## config.mk

```make
export PLATFORM = sky130hd
export DESIGN_NAME = ipc_mailbox
export DESIGN_NICKNAME = d
export VERILOG_FILES = /design/src/rtl/ipc_mailbox.sv
export SDC_FILE = /design/constraint.sdc
export NUM_CORES = 1
export LEC_CHECK = 0
export BUFFER_PORTS_ARGS = -buffer_cell sky130_fd_sc_hd__buf_2
export CAP_MARGIN = 10
export CORE_MARGIN = 2
export CORE_UTILIZATION = 60
export DETAILED_ROUTE_END_ITERATION = 12
export MAX_ROUTING_LAYER = met4
export PLACE_DENSITY = 0.77
export SYNTH_ARGS = -nofsm -noshare
export SYNTH_HDL_FRONTEND = slang
export SYNTH_SLANG_ARGS = --single-unit
```

## constraint.sdc

```tcl
create_clock -name pclk -period 6.3 [get_ports pclk]
set_input_delay 0.63 -clock pclk [delete_from_list [all_inputs] [get_ports pclk]]
set_output_delay 0.63 -clock pclk [all_outputs]
set_load 0.02 [all_outputs]
```

## src/rtl/ipc_mailbox.sv

```systemverilog
module ipc_mailbox #(
  parameter int ELEMS = 4,
  parameter int LOCKS = 32,
  parameter int AW    = 12,
  parameter int DW    = 32,
  parameter int LBASE = 'h100
) (
  input  logic             pclk,
  input  logic             presetn,
  input  logic             psel,
  input  logic             penable,
  input  logic             pwrite,
  input  logic [AW-1:0]    paddr,
  input  logic [DW-1:0]    pwdata,
  output logic [DW-1:0]    prdata,
  output logic             pready,
  output logic             pslverr,
  output logic [ELEMS-1:0] irq_to_b,
  output logic [ELEMS-1:0] irq_to_a
);
  localparam int BANK = 8 + 8 * ELEMS;
  localparam int LW   = $clog2(LOCKS);

  logic [1:0][ELEMS-1:0] en, sta, irq;
  logic [DW-1:0] cmd [2][ELEMS];
  logic [DW-1:0] dat [2][ELEMS];
  logic [LOCKS-1:0] lock;

  logic [31:0] off;
  logic acc, wr, rd, hit, lk_hit;
  logic [1:0] we_en, we_sta;
  logic [1:0][ELEMS-1:0] we_cmd, we_dat;
  logic [LW-1:0] lk_idx;
  logic [DW-1:0] rdata;

  assign off    = 32'(paddr);
  assign acc    = psel & penable;
  assign wr     = acc & pwrite;
  assign rd     = acc & ~pwrite;
  assign pready = 1'b1;

  always_comb begin
    hit = 1'b0; lk_hit = 1'b0; lk_idx = '0; rdata = '0;
    we_en = '0; we_sta = '0; we_cmd = '0; we_dat = '0;
    for (int d = 0; d < 2; d++) begin
      if (off == 32'(d * BANK)) begin
        hit = 1'b1; we_en[d] = 1'b1; rdata = DW'(en[d]);
      end
      if (off == 32'(d * BANK + 4)) begin
        hit = 1'b1; we_sta[d] = 1'b1; rdata = DW'(sta[d]);
      end
      for (int e = 0; e < ELEMS; e++) begin
        if (off == 32'(d * BANK + 8 + 8 * e)) begin
          hit = 1'b1; we_cmd[d][e] = 1'b1; rdata = cmd[d][e];
        end
        if (off == 32'(d * BANK + 12 + 8 * e)) begin
          hit = 1'b1; we_dat[d][e] = 1'b1; rdata = dat[d][e];
        end
      end
    end
    for (int l = 0; l < LOCKS; l++) begin
      if (off == 32'(LBASE + 8 * l)) begin
        hit = 1'b1; lk_hit = 1'b1; lk_idx = LW'(l); rdata = DW'(lock[l]);
      end
    end
  end

  assign prdata  = (rd && hit) ? rdata : '0;
  assign pslverr = acc & ~hit;

  always_ff @(posedge pclk or negedge presetn) begin
    if (!presetn) begin
      en   <= '0;
      sta  <= '0;
      lock <= '0;
      for (int d = 0; d < 2; d++)
        for (int e = 0; e < ELEMS; e++) begin
          cmd[d][e] <= '0;
          dat[d][e] <= '0;
        end
    end else begin
      for (int d = 0; d < 2; d++) begin
        if (wr && we_en[d]) en[d] <= pwdata[ELEMS-1:0];
        for (int e = 0; e < ELEMS; e++) begin
          if (wr && we_cmd[d][e]) cmd[d][e] <= pwdata;
          if (wr && we_dat[d][e]) begin
            dat[d][e] <= pwdata;
            sta[d][e] <= 1'b1;
          end else if (wr && we_sta[d] && pwdata[e]) begin
            sta[d][e] <= 1'b0;
          end
        end
      end
      if (acc && lk_hit) begin
        if (!pwrite) lock[lk_idx] <= 1'b1;
        else if (!pwdata[0]) lock[lk_idx] <= 1'b0;
      end
    end
  end

  for (genvar d = 0; d < 2; d++) begin : g_dir
    for (genvar e = 0; e < ELEMS; e++) begin : g_el
      assign irq[d][e] = sta[d][e] & en[d][e];

      a_r3_data_sets_flag: assert property (@(posedge pclk) disable iff (!presetn)
        (wr && paddr == AW'(d * BANK + 12 + 8 * e)) |=> sta[d][e]);

      a_r4_w1c_clears: assert property (@(posedge pclk) disable iff (!presetn)
        (wr && paddr == AW'(d * BANK + 4) && pwdata[e]) |=> !sta[d][e]);

      a_r5_irq_follows: assert property (@(posedge pclk) disable iff (!presetn)
        (wr && paddr == AW'(d * BANK + 12 + 8 * e) && en[d][e]) |=> irq[d][e]);
    end
  end

  assign irq_to_b = irq[0];
  assign irq_to_a = irq[1];

  a_r6_lock_claimed: assert property (@(posedge pclk) disable iff (!presetn)
    (rd && lk_hit) |=> lock[$past(lk_idx)]);

  a_r7_lock_released: assert property (@(posedge pclk) disable iff (!presetn)
    (wr && lk_hit && !pwdata[0]) |=> !lock[$past(lk_idx)]);

  a_r8_err_in_access: assert property (@(posedge pclk) disable iff (!presetn)
    pslverr |-> (psel && penable && prdata == '0));

  a_r8_ready: assert property (@(posedge pclk) disable iff (!presetn) pready);
endmodule

```

==> qor.yml <==
clock_tree:
  cts_sinks: 560
  cts_buffers: 57
  cts.clk_slew.worst_paths_ns: 0.06
  clock_latency_ns: 0.61
  clk_path_buf_depth: 3
  holdBufCountCts: 0
  ctsResizeCount: 0
  cts_setup_buffers: 0
  tritoncts: "yes"
  cts_root_buffer: "clkbuf_16"
  htreeDepth: 2
sta:
  setup_viol: 0
  hold_viol_final: 0
  period_needed_ns: 5.28
  rsz0062_at_grt: "no"
  fin_crit_sh_pct: 83.8
  relSlewSlack_pct: 13.0
  fin_tns_setup_ns: 0
  fmax_mhz: 189
  slew_viol_final: 0
  skew_ns: 0
  finalWorstSetupSlack_ns: 1.02
  tightest_slew_ns: 1.30
synthesis:
  synth_cell_type_count: 68
  netlist_instances: 2164
  synth_area_leaders: "dfrtp_1 (53%), mux2_2 (22%), o21ai_0 (2.4%), a21oi_1 (1.9%), a221oi_1 (1.6%)"
  synth_seq_cells: 560
  seq_area_frac_synth_pct: 53.3
  ys.flop_type: "dfrtp_1"
  synth_edf_count: 0
  synth_top_area_share_pct: 53.3
  synthesis.area_mm2: 0.0263
  synthesis.nets: 2213
  syn_area_per_cell_um2: 12.2
  yosysTopAreaCell: "dfrtp_1"
  synth_warnings: 0
  ys_async_sr_fraction_pct: 100
floorplan:
  start_util_pct: 60.9
  rows: 76
  placeableCoreArea_mm2: 0.0432
  die_w_um: 213
  ios: 91
  die_h_um: 213
  die_area_mm2: 0.0455
grt:
  grt.total_usage_pct: 37.1
  grt_max_degree: 192
  gr-total-overflow: 0
  antenna_found_initial: 1
  grt_pass1_wl_um: 122000
  grt_pass1_vias: 20100
drt:
  num_vias: 19600
  wirelength_um: 80700
  viasPerCell: 6.99
  drt-pass1-iter-count: 8
  post_drt_wl_per_cell_um: 28.8
  antenna_left: 0
  drc: 0
  drtIter0Drc: 2140
worst_setup_path:
  crit_family: "simple AND/OR/NAND/NOR gates"
  crit_start: "paddr[4]"
  crit_required_ns: 5.67
  worst_path_largest_cell_delay_ns: 0.82
  worstSetupPathType: "in2out"
  cp-end-kind: "primary output"
  crit_chain: "buf_2 -> nor4b_4 -> nand2_1 -> nor3_2 -> o21ai_0 -> a22oi_1 -> o221ai_1 -> a21oi_1 -> o21ai_0 -> a31oi_1 -> buf_2"
  timing.rr.start: "dat[33]$_DFFE_PN0P_"
  regToRegEndpoint: "dat[33]$_DFFE_PN0P_"
  slowest_stage: "nor3_2"
  start_kind: "primary input"
  cp.arrival_ns: 4.65
  r2r_cells: 1
  path_buf_inv: 2
  reg2reg_slack_ns: 5.48
  worstPathMaxFanout: 32
layout:
  multiInputGateArea_mm2: 0.0115
  drive_gt1_share_pct: 36.3
  layout_commonest_cell: "dfrtp_1"
  n_fill_cell: 3144
  nets: 2226
  mostFrequentLayoutCells: "dfrtp_1 (560), mux2_2 (519), o21ai_0 (126)"
  seqCellArea_mm2: 0.0140
  syn_to_final_growth_pct: 10.5
  fin_cells: 2805
power_and_ir_drop:
  power_density_mw_per_mm2: 250
  p_leak_uw: 0.0141
  peakVddDrop_mv: 0.279
placed_design:
  hpwl_um: 48700
  portBuffers: 89
  dp.cells: 2703
  place.gp.congestion: 0.941
  post-place-ws_ns: 1.19
job:
  drv_cap: 0
hold_path:
  hp-class: "in2async"
status:
  status: "complete, no violations"
## synth_stat cells, types with 36 or more instances
cell type	instances
o21ai_0	126
a21oi_1	100
o31ai_1	36
dfrtp_1	560
mux2_2	519
nor2_1	90
nand3_1	40
a221oi_1	48
buf_2	66
clkbuf_1	97
a22oi_1	47
nand2_1	104
## how the worst max path moves through the flow
stage,cells past startpoint,slack [ns],to
global placement,11,1.31,prdata[1]
CTS,11,1.18,prdata[1]
finish,11,1.02,prdata[1]
floorplan,11,2.81,prdata[24]
global route,11,0.77,prdata[1]
detailed placement,11,1.19,prdata[1]
## per-layer routing
layer | part of all wire, % | track usage (%)
met1 | 39 | 47.4
met2 | 46 | 56.3
met3 | 9.5 | 8.25
met4 | 5.3 | 18.6
met5 | 0 | -
## layout make-up
type | count | area share, %
sequential | 560 | 48.2
clock buffer | 89 | 5.91
antenna | 1 | 0.00861
timing repair buffer | 144 | 3.07
tap | 585 | 2.52
clock inverter | 12 | 0.607
inverter | 18 | 0.232
multi-input combinational | 1396 | 39.4
## logic make-up (layout without fill, tap and decap cells)
group	after synthesis	count (layout)	synth area share, %
simple gates	332	332	6.55
flops	560	560	53.3
buf+inv	208	263	3.50
other cells	1	2	0.0143
compound gates	523	523	13.5
mux	540	540	23.2
## flip-flops by register name, summed over array words and instances, names as in the netlist, named ones only
register,cells
dat,256
sta,8
cmd,256
en,8
## power by group
part | leakage, uW | switching [uW] | total [uW] | internal (uW)
logic | 0.00539 | 192 | 233 | 41.3
registers | 0.00783 | 2.49 | 3600 | 3600
clock network | 0.000926 | 1440 | 3430 | 1990
total | 0.0141 | 1630 | 7270 | 5640
## metrics by stage
| stage | power, uW | utilization, % | instance area, um^2 | hold WS (ns) |
|---|---|---|---|---|
| 3_3_place_gp | 3890 | 62.9 | 27200 | 0.470 |
| 3_5_place_dp | 3900 | 62.9 | 27200 | 0.488 |
| 2_1_floorplan | 3760 | - | 26300 | 0.334 |
| 5_1_grt | 7450 | 67.3 | 29100 | 0.116 |
| 6_report | 7270 | 67.3 | 29100 | 0.0490 |
| 4_1_cts | 7290 | 67.3 | 29100 | 0.0653 |
Power figures use the tool's default switching activity.
